===== src/rtl/mseq_pkg.sv =====
// Package: shared select-code type for the microsequencer.
// Assumes a two-bit select field driven by the surrounding control logic.
package mseq_pkg;
    typedef enum logic [1:0] {
        SEL_STEP   = 2'd0,
        SEL_JUMP   = 2'd1,
        SEL_BRANCH = 2'd2,
        SEL_RET    = 2'd3
    } sel_e;
endpackage


===== src/rtl/mseq_stack.sv =====
// Return-address stack: a LIFO of DEPTH entries, each W bits wide.
// Assumes push and pop are never requested together, and never requested
// when full or empty respectively (the next-state logic guards this).
// Requests that arrive anyway in those cases are ignored.
module mseq_stack #(
    parameter int W     = 5,
    parameter int DEPTH = 4
) (
    input  logic         clk,
    input  logic         rst_n,
    input  logic         push,
    input  logic         pop,
    input  logic [W-1:0] wdata,
    output logic [W-1:0] top,
    output logic         full,
    output logic         empty
);
    localparam int PW = $clog2(DEPTH + 1);

    logic [PW-1:0] cnt_q;
    logic [W-1:0]  mem [DEPTH];

    assign full  = (cnt_q == PW'(DEPTH));
    assign empty = (cnt_q == '0);

    // Occupancy counter: up on an accepted push, down on an accepted pop.
    always_ff @(posedge clk) begin
        if (!rst_n)
            cnt_q <= '0;
        else if (push && !full)
            cnt_q <= cnt_q + PW'(1);
        else if (pop && !empty)
            cnt_q <= cnt_q - PW'(1);
    end

    // One register per entry, written only when it is the next free slot.
    for (genvar i = 0; i < DEPTH; i++) begin : g_entry
        always_ff @(posedge clk) begin
            if (!rst_n)
                mem[i] <= '0;
            else if (push && !full && cnt_q == PW'(i))
                mem[i] <= wdata;
        end
    end

    // Top-of-stack read: the most recently written occupied entry.
    always_comb begin
        top = '0;
        for (int i = 0; i < DEPTH; i++)
            if (cnt_q == PW'(i + 1))
                top = mem[i];
    end

    // an accepted push raises occupancy by one and exposes the pushed value.
    p_push_r5: assert property (@(posedge clk) disable iff (!rst_n)
        (push && !full) |=> (cnt_q == $past(cnt_q) + PW'(1)) && (top == $past(wdata)));

    // an accepted pop lowers occupancy by one.
    p_pop_r6: assert property (@(posedge clk) disable iff (!rst_n)
        (pop && !empty) |=> (cnt_q == $past(cnt_q) - PW'(1)));

    // a push while full leaves occupancy and top untouched.
    p_no_overflow_r7: assert property (@(posedge clk) disable iff (!rst_n)
        (push && full) |=> full && $stable(top));
endmodule


===== src/rtl/mseq_nextstate.sv =====
// Next-state selection: combinational multiplexer choosing among the
// incremented state, the external target, and the stack top.
// Call has priority over the select code. A guarded stack request turns
// into a fault pulse instead of a push or pop.
module mseq_nextstate
    import mseq_pkg::*;
#(
    parameter int W = 5
) (
    input  logic [W-1:0] cur,
    input  logic [W-1:0] target,
    input  logic [W-1:0] stk_top,
    input  logic [1:0]   sel,
    input  logic         cond,
    input  logic         call,
    input  logic         stk_full,
    input  logic         stk_empty,
    output logic [W-1:0] nxt,
    output logic [W-1:0] ret_addr,
    output logic         push,
    output logic         pop,
    output logic         fault
);
    logic [W-1:0] inc;
    sel_e         code;

    assign inc      = cur + W'(1);
    assign ret_addr = inc;
    assign code     = sel_e'(sel);

    // Next-state mux and stack request generation.
    always_comb begin
        nxt   = inc;
        push  = 1'b0;
        pop   = 1'b0;
        fault = 1'b0;
        if (call) begin
            nxt = target;
            if (stk_full) fault = 1'b1;
            else          push  = 1'b1;
        end else begin
            unique case (code)
                SEL_STEP:   nxt = inc;
                SEL_JUMP:   nxt = target;
                SEL_BRANCH: nxt = cond ? target : inc;
                SEL_RET: begin
                    if (stk_empty) begin
                        fault = 1'b1;
                        nxt   = inc;
                    end else begin
                        pop = 1'b1;
                        nxt = stk_top;
                    end
                end
                default:    nxt = inc;
            endcase
        end
    end
endmodule


===== src/rtl/mseq_top.sv =====
// Microsequencer top: state register, sticky error flag, next-state mux
// and return-address stack. Assumes inputs are synchronous to clk.
// State encoding is binary, SW bits, so up to 2^SW states.
module mseq_top
    import mseq_pkg::*;
#(
    parameter int SW    = 5,
    parameter int DEPTH = 4
) (
    input  logic          clk,
    input  logic          rst_n,
    input  logic          cond_i,
    input  logic [1:0]    sel_i,
    input  logic [SW-1:0] target_i,
    input  logic          call_i,
    output logic [SW-1:0] state_o,
    output logic          err_o
);
    logic [SW-1:0] state_q;
    logic          err_q;
    logic [SW-1:0] nxt;
    logic [SW-1:0] ret_addr;
    logic [SW-1:0] stk_top;
    logic          stk_full;
    logic          stk_empty;
    logic          push;
    logic          pop;
    logic          fault;

    mseq_nextstate #(.W(SW)) u_next (
        .cur       (state_q),
        .target    (target_i),
        .stk_top   (stk_top),
        .sel       (sel_i),
        .cond      (cond_i),
        .call      (call_i),
        .stk_full  (stk_full),
        .stk_empty (stk_empty),
        .nxt       (nxt),
        .ret_addr  (ret_addr),
        .push      (push),
        .pop       (pop),
        .fault     (fault)
    );

    mseq_stack #(.W(SW), .DEPTH(DEPTH)) u_stack (
        .clk   (clk),
        .rst_n (rst_n),
        .push  (push),
        .pop   (pop),
        .wdata (ret_addr),
        .top   (stk_top),
        .full  (stk_full),
        .empty (stk_empty)
    );

    // State register: loads the selected next state every cycle.
    always_ff @(posedge clk) begin
        if (!rst_n) state_q <= '0;
        else        state_q <= nxt;
    end

    // Sticky error flag: set on any stack fault, cleared only by reset.
    always_ff @(posedge clk) begin
        if (!rst_n)     err_q <= 1'b0;
        else if (fault) err_q <= 1'b1;
    end

    assign state_o = state_q;
    assign err_o   = err_q;

    // reset returns to state 0 with the flag clear.
    p_reset_r1: assert property (@(posedge clk)
        !rst_n |=> (state_q == '0) && !err_q);

    // step code advances by one.
    p_step_r2: assert property (@(posedge clk) disable iff (!rst_n)
        (!call_i && sel_i == SEL_STEP) |=> state_q == SW'($past(state_q) + SW'(1)));

    // jump code loads the target.
    p_jump_r3: assert property (@(posedge clk) disable iff (!rst_n)
        (!call_i && sel_i == SEL_JUMP) |=> state_q == $past(target_i));

    // conditional jump falls through when the condition is false.
    p_branch_r4: assert property (@(posedge clk) disable iff (!rst_n)
        (!call_i && sel_i == SEL_BRANCH && !cond_i) |=> state_q == SW'($past(state_q) + SW'(1)));

    // a call always lands on the target.
    p_call_r5: assert property (@(posedge clk) disable iff (!rst_n)
        call_i |=> state_q == $past(target_i));

    // a call on a full stack raises the flag.
    p_overflow_r7: assert property (@(posedge clk) disable iff (!rst_n)
        (call_i && stk_full) |=> err_q);

    // return on an empty stack steps forward and raises the flag.
    p_underflow_r8: assert property (@(posedge clk) disable iff (!rst_n)
        (!call_i && sel_i == SEL_RET && stk_empty) |=> err_q && stk_empty &&
        state_q == SW'($past(state_q) + SW'(1)));

    // the flag never clears outside reset.
    p_sticky_r9: assert property (@(posedge clk) disable iff (!rst_n)
        err_q |=> err_q);
endmodule


===== config.mk =====
export PLATFORM = sky130hd
export DESIGN_NAME = mseq_top
export DESIGN_NICKNAME = d
export VERILOG_FILES = /design/src/rtl/mseq_pkg.sv /design/src/rtl/mseq_stack.sv /design/src/rtl/mseq_nextstate.sv /design/src/rtl/mseq_top.sv
export SDC_FILE = /design/constraint.sdc
export NUM_CORES = 1
export LEC_CHECK = 0
export BUFFER_PORTS_ARGS = -buffer_cell sky130_fd_sc_hd__buf_2
export CAP_MARGIN = 10
export CORE_MARGIN = 3
export CORE_UTILIZATION = 42
export CTS_BUF_LIST = sky130_fd_sc_hd__clkbuf_4
export DETAILED_ROUTE_END_ITERATION = 7
export GPL_ROUTABILITY_DRIVEN = 0
export PLACE_DENSITY = 0.64
export SLEW_MARGIN = 20
export SYNTH_ARGS = -nofsm -noshare
export SYNTH_HDL_FRONTEND = slang
export SYNTH_SLANG_ARGS = --single-unit

===== constraint.sdc =====
create_clock -name clk -period 2 [get_ports clk]
set_input_delay 0 -clock clk [delete_from_list [all_inputs] [get_ports clk]]
set_output_delay 0 -clock clk [all_outputs]
set_load 0.05 [all_outputs]

==> flow_summary.toml <==
[die]
pin_count = 17
die_w_um = 71.7
start_util_pct = 44.3
die_area_um2 = 5140
num_rows = 23
core_um2 = 4090
die_h_um = 71.7

[timing]
hold_violations = 0
tightest_slew_ps = 535
setup_slack_ps = 117
max_clock_freq_mhz = 531
setup_viol = 0
skew_ps = 6.44
final.setup.tns_ps = 0
finalCritPeriodShare_pct = 94.1
whs_ps = 76.1
max_slew_margin_pct = 64.0
min_period_ps = 1880
maxSlewViolCount = 0

[routing]
drt_iter0_markers = 87
antenna_left = 0
dr.pass1.iters = 4
drc = 0
vias_per_cell = 5.69
wl_per_cell_um = 17.2
drt_wl_total_um = 4520
route.vias.total = 1492

[worst_hold_path]
min_path_type = "in -> reg"

[run_status]
run_status = "completed"

[global_routing]
grt_pass1_vias = 1477
grt_max_degree = 18
grt_pass1_wl_um = 7200
grt_util_all_layers_pct = 18.1
grt-ovfl-total = 0
antenna_found_initial = 0

[logic_synthesis]
yosys_warnings = 0
ys_seq_area_share_pct = 43.1
async_flop_share_pct = 0
avgSynthCellArea_um2 = 9.44
syn_nets = 210
postSynthCellCount = 192
synth_area_um2 = 1810
synth_edf_count = 20
synth-seq-cells = 29
yosysTopAreaCell = "edfxtp_1"
synthFlopType = "edfxtp_1"
synth_area_leaders = "edfxtp_1, dfxtp_1, nor2_1"
ys_types = 50
synth_top_area_share_pct = 33.1

[setup_path]
critPathSlowestCell = "dfxtp_1"
start_kind = "flop"
path_max_fanout = 11
crit_arrival_ps = 2100
crit_chain = "ha_1 > ha_1 > buf_4 > nor4bb_1 > a221oi_1 > nor3_1 > o31a_1"
crit_buf_inv = 1
cp_common_cell = "ha_1"
slowest_delay_ps = 390
critPathRequiredTime_ps = 2220
path_delay_family = "compound AO/OA/AOI/OAI gates"
path_class = "reg -> reg"
critPathCaptureType = "flop"

[finish]
stdcell_area_um2 = 2040
utilization_pct = 49.8
nFillCells = 397
stdcell_count = 262
n_antenna_cell = 0
layout-drive-gt1-share_pct = 19.8
finish.net_count = 230
syn_to_final_growth_pct = 12.4

[placement]
hpwl_um = 3360
dpl_cell_area_um2 = 1940
dp.cells = 254
port_buffers = 16
post-place-ws_ps = 87.7

[cts]
insertion_delay_ps = 320
cts_sinks = 29
cts.clk_slew.worst_paths_ps = 90
cts_tree = "yes"
post_cts_buffers = 0
cts.htree.levels = 2
numCtsBuffers = 5
cts-root-buf = "clkbuf_4"
clockBufferDepth = 2

[power]
total_power_mw = 1.86
combPwrFrac_pct = 34.1
power.internal_mw = 1.23
clkPwrFrac_pct = 24.7
powerDensity_nw_per_um2 = 911
ir_worst_vdd_v = 0.000428
p_switching_mw = 0.627
p_leak_nw = 0.807
p_seq_share_pct = 41.3
p_sw_share_pct = 33.8

[flow_run]
cap_viol_max_count = 0
## placed cells by master (no fill, tap or decap), types with 3 or more instances in the layout
| cell | netlist | final |
|---|---|---|
| nand2_1 | 18 | 18 |
| o21ai_0 | 11 | 11 |
| ha_1 | 7 | 6 |
| inv_1 | 4 | 4 |
| nor2_1 | 25 | 25 |
| dfxtp_1 | 9 | 7 |
| buf_2 | 2 | 16 |
| xnor2_1 | 4 | 4 |
| o211ai_1 | 4 | 4 |
| nand3_1 | 5 | 5 |
| mux2i_1 | 5 | 5 |
| a21oi_1 | 10 | 10 |
| edfxtp_1 | 20 | 20 |
| buf_4 | 3 | 9 |
| nor2b_1 | 6 | 6 |
| a211oi_1 | 4 | 4 |
| clkbuf_4 | 0 | 5 |
| nor4bb_1 | 3 | 3 |
| and3_1 | 3 | 3 |
## cells by family (layout without fill, tap and decap cells)
kind of cell,Yosys count,after routing,share of synthesized area [%]
mux,5,5,2.76
buf+inv,19,39,5.80
simple gates,75,75,21.3
fa+ha+maj,7,7,4.83
xor+xnor,6,6,2.90
flops,29,29,43.1
compound gates,51,51,19.3
## synthesized netlist by cell type, types with 3 or more instances
cell,count
nor2_1,25
edfxtp_1,20
nand2_1,18
o21ai_0,11
a21oi_1,10
dfxtp_1,9
ha_1,7
clkbuf_1,6
nor2b_1,6
mux2i_1,5
nand3_1,5
a211oi_1,4
inv_1,4
o211ai_1,4
xnor2_1,4
and3_1,3
buf_4,3
nor4bb_1,3
## worst min-delay path, cell delays in order
cell and delay [ps]:
buf_2 130, o21ai_0 170, a211oi_1 60
## worst paths after layout
| kind | start | endpoint | slack (ps) | cells past startpoint |
|---|---|---|---|---|
| setup / recovery | u_stack.cnt_q[1] | state_o[4] | 120 | 7 |
| hold / removal | target_i[3] | state_o[3] | 80 | 3 |
| setup reg to reg | u_stack.cnt_q[1] | state_o[4] | 120 | 7 |
| hold reg to reg | err_o | err_o | 500 | 2 |
## registers in the layout (all words and copies together) (netlist names)
name           count
err_o              1
state_o            5
u_stack.cnt_q      3
u_stack.mem       20
## repair_timing
action | CTS | global route
hold endpoints to repair | 1 | 0
endpoints found under the setup margin | 0 | 2
hold buffers | 1 | 0
resized for setup | 0 | 2
## cell type report
| type | count | area [µm²] | area share (%) |
|---|---|---|---|
| Sequential cell | 29 | 783 | 38.5 |
| Clock inverter | 2 | 35.0 | 1.72 |
| Timing Repair Buffer | 26 | 158 | 7.74 |
| Multi-Input combinational cell | 144 | 937 | 46.0 |
| Tap cell | 50 | 62.6 | 3.07 |
| Inverter | 6 | 22.5 | 1.11 |
| Clock buffer | 5 | 37.5 | 1.84 |
## routing by layer
metal,up-vias,wire [µm],part of all wire [%],global-route usage [%]
met3,8,211,4.7,4.21
met1,711,2120,47,24.0
met5,-,0,0,0
li1,737,-,-,-
met2,36,2120,47,29.4
met4,0,66,1.5,5.43
## power groups by stage
stage | Clock (mW) | Combinational [mW] | Sequential (mW)
global route | 0.487 | 0.690 | 0.773
floorplan | 0 | 0.416 | 0.807
CTS | 0.467 | 0.616 | 0.765
global placement | 0 | 0.594 | 0.776
detailed placement | 0 | 0.610 | 0.779
finish | 0.458 | 0.632 | 0.766
Power figures use the tool's default switching activity.
